==> config.mk <==
export PLATFORM = sky130hd
export DESIGN_NAME = sync_counter_bank
export DESIGN_NICKNAME = d
export VERILOG_FILES = /design/src/rtl/sync_bank_pkg.sv /design/src/rtl/sync_bank_regs.sv /design/src/rtl/sync_gen.sv /design/src/rtl/sync_counter_bank.sv
export SDC_FILE = /design/constraint.sdc
export NUM_CORES = 2
export LEC_CHECK = 0
export BUFFER_PORTS_ARGS = -buffer_cell sky130_fd_sc_hd__buf_4
export CORE_MARGIN = 8
export CORE_UTILIZATION = 44
export DETAILED_ROUTE_END_ITERATION = 10
export MAX_ROUTING_LAYER = met4
export PLACE_DENSITY = 0.67
export SLEW_MARGIN = 20
export SYNTH_ARGS = -nofsm -noshare
export SYNTH_HDL_FRONTEND = slang
export SYNTH_HIERARCHICAL = 1
export SYNTH_SLANG_ARGS = --single-unit
export TNS_END_PERCENT = 100
==> constraint.sdc <==
create_clock -name clk -period 11.5 [get_ports clk]
set_input_delay 1.15 -clock clk [delete_from_list [all_inputs] [get_ports clk]]
set_output_delay 1.15 -clock clk [all_outputs]
set_load 0.1 [all_outputs]
==> src/rtl/sync_bank_pkg.sv <==
package sync_bank_pkg;
  parameter int NGEN   = 8;
  parameter int CNT_W  = 12;
  parameter int EDGE_W = 10;
  parameter int SRC_W  = 4;
  parameter int DATA_W = 32;
  localparam int ADDR_W = $clog2(NGEN) + 2;

  // field positions inside the configuration words
  localparam int F_RUN  = 0;
  localparam int F_RSRC = 12;
  localparam int F_OFF  = 16;
  localparam int F_OSRC = 28;
  localparam int F_REP  = 0;
  localparam int F_CLR  = 12;
  localparam int F_TRIG = 16;
  localparam int F_PEN  = 20;
  localparam int F_UP   = 0;
  localparam int F_DOWN = 16;
  localparam int F_EN   = 0;
  localparam int F_POL  = 8;
  localparam int F_INV  = 16;

  typedef struct packed {
    logic [CNT_W-1:0]  run_cnt;
    logic [SRC_W-1:0]  run_src;
    logic [CNT_W-1:0]  off_cnt;
    logic [SRC_W-1:0]  off_src;
    logic [CNT_W-1:0]  rep_cnt;
    logic [SRC_W-1:0]  clr_src;
    logic [SRC_W-1:0]  trig_src;
    logic              pulse_en;
    logic [EDGE_W-1:0] up_pos;
    logic [EDGE_W-1:0] down_pos;
  } gen_cfg_t;

  // event decode: 0 none, 1 pixel clock, 2.. strobe of generator (code-1)
  function automatic logic src_event(input logic [SRC_W-1:0] code,
                                     input logic [NGEN-1:0] strobes);
    int idx;
    idx = int'(code) - 2;
    if (code == '0) return 1'b0;
    if (code == SRC_W'(1)) return 1'b1;
    if (idx < NGEN) return strobes[idx];
    return 1'b0;
  endfunction

  // half-step window: high while up <= 2k < down
  function automatic logic in_window(input logic [EDGE_W-1:0] k,
                                     input logic [EDGE_W-1:0] up,
                                     input logic [EDGE_W-1:0] down);
    logic [EDGE_W:0] twice;
    twice = {k, 1'b0};
    return (twice >= {1'b0, up}) && (twice < {1'b0, down});
  endfunction
endpackage

==> src/rtl/sync_bank_regs.sv <==
module sync_bank_regs
  import sync_bank_pkg::*;
(
  input  logic              clk,
  input  logic              rst_n,
  input  logic              we,
  input  logic [ADDR_W-1:0] addr,
  input  logic [DATA_W-1:0] wdata,
  output gen_cfg_t          cfg_o [NGEN],
  output logic              glb_en,
  output logic [NGEN-1:0]   pin_pol,
  output logic              pclk_inv
);
  localparam int GSEL_W = ADDR_W - 2;

  logic [GSEL_W-1:0] sel_gen;
  logic [1:0]        sel_word;
  logic              glb_hit;

  assign sel_gen  = addr[ADDR_W-1:2];
  assign sel_word = addr[1:0];
  assign glb_hit  = we && (sel_word == 2'd3);

  for (genvar g = 0; g < NGEN; g++) begin : g_cfg
    gen_cfg_t cfg_q;
    logic     hit;
    assign hit = we && (sel_gen == GSEL_W'(g)) && (sel_word != 2'd3);

    always_ff @(posedge clk or negedge rst_n) begin
      if (!rst_n) begin
        cfg_q <= '0;
      end else if (hit) begin
        case (sel_word)
          2'd0: begin
            cfg_q.run_cnt <= wdata[F_RUN  +: CNT_W];
            cfg_q.run_src <= wdata[F_RSRC +: SRC_W];
            cfg_q.off_cnt <= wdata[F_OFF  +: CNT_W];
            cfg_q.off_src <= wdata[F_OSRC +: SRC_W];
          end
          2'd1: begin
            cfg_q.rep_cnt  <= wdata[F_REP  +: CNT_W];
            cfg_q.clr_src  <= wdata[F_CLR  +: SRC_W];
            cfg_q.trig_src <= wdata[F_TRIG +: SRC_W];
            cfg_q.pulse_en <= wdata[F_PEN];
          end
          default: begin
            cfg_q.up_pos   <= wdata[F_UP   +: EDGE_W];
            cfg_q.down_pos <= wdata[F_DOWN +: EDGE_W];
          end
        endcase
      end
    end
    assign cfg_o[g] = cfg_q;
  end

  always_ff @(posedge clk or negedge rst_n) begin
    if (!rst_n) begin
      glb_en   <= 1'b0;
      pin_pol  <= '0;
      pclk_inv <= 1'b0;
    end else if (glb_hit) begin
      glb_en   <= wdata[F_EN];
      pin_pol  <= wdata[F_POL +: NGEN];
      pclk_inv <= wdata[F_INV];
    end
  end
endmodule

==> src/rtl/sync_gen.sv <==
module sync_gen
  import sync_bank_pkg::*;
(
  input  logic            clk,
  input  logic            rst_n,
  input  logic            en,
  input  gen_cfg_t        cfg,
  input  logic [NGEN-1:0] strobes,
  output logic            strobe_o,
  output logic            pulse_o
);
  logic [CNT_W-1:0]  ocnt_q, rcnt_q, reps_q, ocnt_n, rcnt_n, reps_n;
  logic [EDGE_W-1:0] pcnt_q, pcnt_n;
  logic              stopped_q, stopped_n, pulse_n;

  // named internal events
  logic run_ev, off_ev, clr_ev, trig_ev;
  logic offset_phase, auto_reload, period_end;

  assign run_ev       = src_event(cfg.run_src, strobes);
  assign off_ev       = src_event(cfg.off_src, strobes);
  assign clr_ev       = src_event(cfg.clr_src, strobes);
  assign trig_ev      = src_event(cfg.trig_src, strobes);
  assign offset_phase = ocnt_q < cfg.off_cnt;
  assign auto_reload  = cfg.rep_cnt == '0;
  assign period_end   = en && !clr_ev && !stopped_q && !offset_phase &&
                        run_ev && (rcnt_q == cfg.run_cnt);

  always_comb begin
    ocnt_n    = ocnt_q;
    rcnt_n    = rcnt_q;
    reps_n    = reps_q;
    stopped_n = stopped_q;
    if (!en || clr_ev) begin
      ocnt_n    = '0;
      rcnt_n    = '0;
      reps_n    = '0;
      stopped_n = 1'b0;
    end else if (!stopped_q) begin
      if (offset_phase) begin
        if (off_ev) ocnt_n = ocnt_q + 1'b1;
      end else if (run_ev) begin
        if (period_end) begin
          rcnt_n = '0;
          if (!auto_reload) begin
            reps_n = reps_q + 1'b1;
            if (reps_q + 1'b1 == cfg.rep_cnt) stopped_n = 1'b1;
          end
        end else begin
          rcnt_n = rcnt_q + 1'b1;
        end
      end
    end
    if (!en || clr_ev || period_end) pcnt_n = '0;
    else if (trig_ev && (pcnt_q != '1)) pcnt_n = pcnt_q + 1'b1;
    else pcnt_n = pcnt_q;
    pulse_n = en && cfg.pulse_en && in_window(pcnt_n, cfg.up_pos, cfg.down_pos);
  end

  always_ff @(posedge clk or negedge rst_n) begin
    if (!rst_n) begin
      ocnt_q    <= '0;
      rcnt_q    <= '0;
      reps_q    <= '0;
      stopped_q <= 1'b0;
      pcnt_q    <= '0;
      strobe_o  <= 1'b0;
      pulse_o   <= 1'b0;
    end else begin
      ocnt_q    <= ocnt_n;
      rcnt_q    <= rcnt_n;
      reps_q    <= reps_n;
      stopped_q <= stopped_n;
      pcnt_q    <= pcnt_n;
      strobe_o  <= period_end;
      pulse_o   <= pulse_n;
    end
  end

  assert_idle_when_off_R1: assert property (@(posedge clk) disable iff (!rst_n)
    !en |=> !strobe_o && !pulse_o);
  assert_clear_zeroes_R6: assert property (@(posedge clk) disable iff (!rst_n)
    en && clr_ev |=> !strobe_o && rcnt_q == '0 && ocnt_q == '0 && !stopped_q);
  assert_offset_quiet_R4: assert property (@(posedge clk) disable iff (!rst_n)
    en && !clr_ev && offset_phase |=> !strobe_o);
  assert_halt_holds_R5: assert property (@(posedge clk) disable iff (!rst_n)
    en && !clr_ev && stopped_q |=> !strobe_o && stopped_q);
  assert_pulse_gated_R8: assert property (@(posedge clk) disable iff (!rst_n)
    !cfg.pulse_en |=> !pulse_o);
endmodule

==> src/rtl/sync_counter_bank.sv <==
module sync_counter_bank
  import sync_bank_pkg::*;
(
  input  logic              clk,
  input  logic              rst_n,
  input  logic              cfg_we,
  input  logic [ADDR_W-1:0] cfg_addr,
  input  logic [DATA_W-1:0] cfg_wdata,
  output logic [NGEN-1:0]   strobe,
  output logic [NGEN-1:0]   pin,
  output logic              pclk_out
);
  gen_cfg_t        cfg_w [NGEN];
  logic            glb_en, pclk_inv;
  logic [NGEN-1:0] pin_pol, pulse_w;

  sync_bank_regs u_regs (
    .clk      (clk),
    .rst_n    (rst_n),
    .we       (cfg_we),
    .addr     (cfg_addr),
    .wdata    (cfg_wdata),
    .cfg_o    (cfg_w),
    .glb_en   (glb_en),
    .pin_pol  (pin_pol),
    .pclk_inv (pclk_inv)
  );

  for (genvar g = 0; g < NGEN; g++) begin : g_gen
    sync_gen u_gen (
      .clk      (clk),
      .rst_n    (rst_n),
      .en       (glb_en),
      .cfg      (cfg_w[g]),
      .strobes  (strobe),
      .strobe_o (strobe[g]),
      .pulse_o  (pulse_w[g])
    );
  end

  assign pin      = pulse_w ^ pin_pol;
  assign pclk_out = clk ^ pclk_inv;
endmodule

==> reports/metrics.cfg <==
[run_status]
status = finished clean

[pwr]
p_switching_mw = 2.95
power.share.sequential_pct = 42.8
intPower_mw = 7.01
p_sw_share_pct = 29.6
p_clk_share_pct = 37.7
p_per_area_nw_per_um2 = 165
p_comb_share_pct = 19.5
irDropWorstVdd_uv = 137
p_leak_nw = 26.9

[cts]
cts_tree = built
hold_buffers = 0
post-cts-setup-buffers = 0
cts_resized = 0
clock_latency_ns = 0.81
path_clk_slew_ns = 0.06

[yosys]
synth-edff-count = 0
avgSynthCellArea_um2 = 11.0
ys_types = 96
synth_warnings = 6
ys_seq_area_share_pct = 45.4
synth_nets = 5274
syn_inst = 4952
synthFlopType = dfrtp_1
async_flop_share_pct = 100
synth_seq_cells = 986
synth_area_um2 = 54400

[sta]
max-slew-margin-rel_pct = 28.3
hold_viol = 0
worstMarginPinSlew_ns = 1.07
grt_setup_unrepaired = no
fin_ws_ns = 3.91
fin_skew_ns = 0.0246
slew_viol_final = 0
tns_ns = 0
setup_viol_count_final = 0

[final_layout]
final_common_cell = dfrtp_1
nets = 5295
layout_common_cells = dfrtp_1 (979), mux2_2 (610), inv_1 (360)
synthToLayoutAreaGrowth_pct = 10.7
fin_cells = 6710
regArea_um2 = 24700
fillers = 11000
multi_input_area_um2 = 27500
final_cell_area_um2 = 60200
layout-drive-gt1-share_pct = 20.5

[detailed_routing]
first_iter_violations = 2943
wirelength_um = 137000
wl_per_cell_um = 20.4
vias_per_cell = 5.71
drtPass1Iterations = 5
postRouteAntennaNets = 0
vias = 38300
drc = 0

[floorplan]
boundaryPins = 57
core_um2 = 123000
dieArea_um2 = 135000
die_w_um = 368
core.rowCount = 129
initial_core_util_pct = 44.2
die_h_um = 368

[worst_setup_path]
crit_type = clk -> out
critPathLaunchType = clock port
crit_family = buffers and inverters
cp.arrival_ns = 6.44
worst-path-buf-inv = 3
crit_path_top_delay_cell = buf_4
path_cells = clkbuf_16 > clkbuf_16 > xor2_1 > buf_4
required_ns = 10.35
critPathCaptureType = output pin
critPathMostFrequentCell = clkbuf_16
max_stage_delay_ns = 0.31
cp_max_fo = 2

[grt]
antenna_found_initial = 16
grt.met3_usage_pct = 3.30
track_usage_pct = 20.6
met1_usage_pct = 27.5
grt_pass1_vias = 38000
use_met2_pct = 32.3
grt_overflow_total = 0
top_usage_layer = met2
grt_max_degree = 178
grt_pass1_wl_um = 218000

[place]
place_ws_ns = 4.19
place_hpwl_um = 85600
place_congestion = 0.865
dp_cells = 6495
place_area_um2 = 56300
port_buffers = 56

[run]
drv_cap = 0

[hold_path]
hp-class = in -> async

[flip-flops by register name, indices dropped and copies added, names as in the netlist, 8 cells and up]
signal                 flops
g_gen.u_gen/ocnt_q        96
g_gen.u_gen/pcnt_q        80
g_gen.u_gen/pulse_o        8
g_gen.u_gen/rcnt_q        96
g_gen.u_gen/reps_q        96
g_gen.u_gen/stopped_q      8
g_gen.u_gen/strobe_o       8
u_regs/cfg_o             584
u_regs/pin_pol             8
[power by group through the flow]
stage	Clock, mW	Combinational (mW)	Sequential, mW
floorplan	0.0350	1.47	4.21
global placement	0.0393	1.86	4.30
detailed placement	0.0393	1.92	4.32
CTS	3.84	1.94	4.26
global route	3.98	2.15	4.33
finish	3.75	1.94	4.26
[cells in the mapped netlist, drive strengths merged, types with 83 or more instances]
library cell / count / area (µm²)
a21oi: 151 / 759
and3: 84 / 526
buf: 110 / 652
dfrtp: 986 / 24700
ha: 282 / 3530
inv: 361 / 1360
mux2: 617 / 6950
nand2: 210 / 788
nand3: 189 / 956
nand4: 101 / 638
nor2: 305 / 1160
nor3: 83 / 420
o21ai: 195 / 983
xnor2: 241 / 2110
xor2: 199 / 1740
[path summary, 6_finish.rpt]
path	endpoint	cells past startpoint	from	slack (ns)
max in group asynchronous	u_regs/glb_en	3	rst_n	8.63
hold / removal	g_gen[1].u_gen/ocnt_q[3]	1	rst_n	0.44
setup / recovery	pclk_out	4	clk	3.91
setup reg to reg	g_gen[2].u_gen/pulse_o	14	g_gen[2].u_gen/strobe_o	6.58
hold reg to reg	u_regs/cfg_o[49]	1	u_regs/cfg_o[49]	0.48
min in group clk	u_regs/cfg_o[49]	1	u_regs/cfg_o[49]	0.48
[through the flow]
stage	power (mW)	hold WS [ns]	util, %
finish	9.95	0.442	48.9
global route	10.5	0.489	48.9
CTS	10.0	0.436	48.8
detailed placement	6.29	0.475	45.7
global placement	6.21	0.466	45.7
floorplan	5.72	0.450	-
[layout make-up]
class	instances	share of cell area (%)
Tap cell	1637	3.40
Timing Repair Buffer	92	1.25
Antenna cell	14	0.0582
Inverter	361	2.25
Clock inverter	59	1.28
Multi-Input combinational cell	3419	45.7
Clock buffer	142	5.06
Sequential cell	986	41.0
[layer usage]
| metal | routed length [µm] | share of wire [%] | vias to the layer above |
|---|---|---|---|
| li1 | - | - | 17800 |
| met1 | 61900 | 45 | 19400 |
| met2 | 64600 | 47 | 856 |
| met3 | 6720 | 4.9 | 229 |
| met4 | 3890 | 2.8 | 0 |
| met5 | 0 | 0 | - |
[cell families (layout without fill, tap and decap cells)]
kind of cell / count (synthesis) / count (layout) / share of synthesized area, %
other: 0 / 14 / 0
DFF: 986 / 986 / 45.4
muxes: 723 / 723 / 15.9
buffers and inverters: 547 / 654 / 4.22
xor gates and xnor gates: 440 / 440 / 7.09
AOI/OAI and AO/OA: 707 / 707 / 9.02
adders and majority gates: 285 / 285 / 6.55
and+or+nand+nor: 1264 / 1264 / 11.9
(Power assumes the default switching activity.)
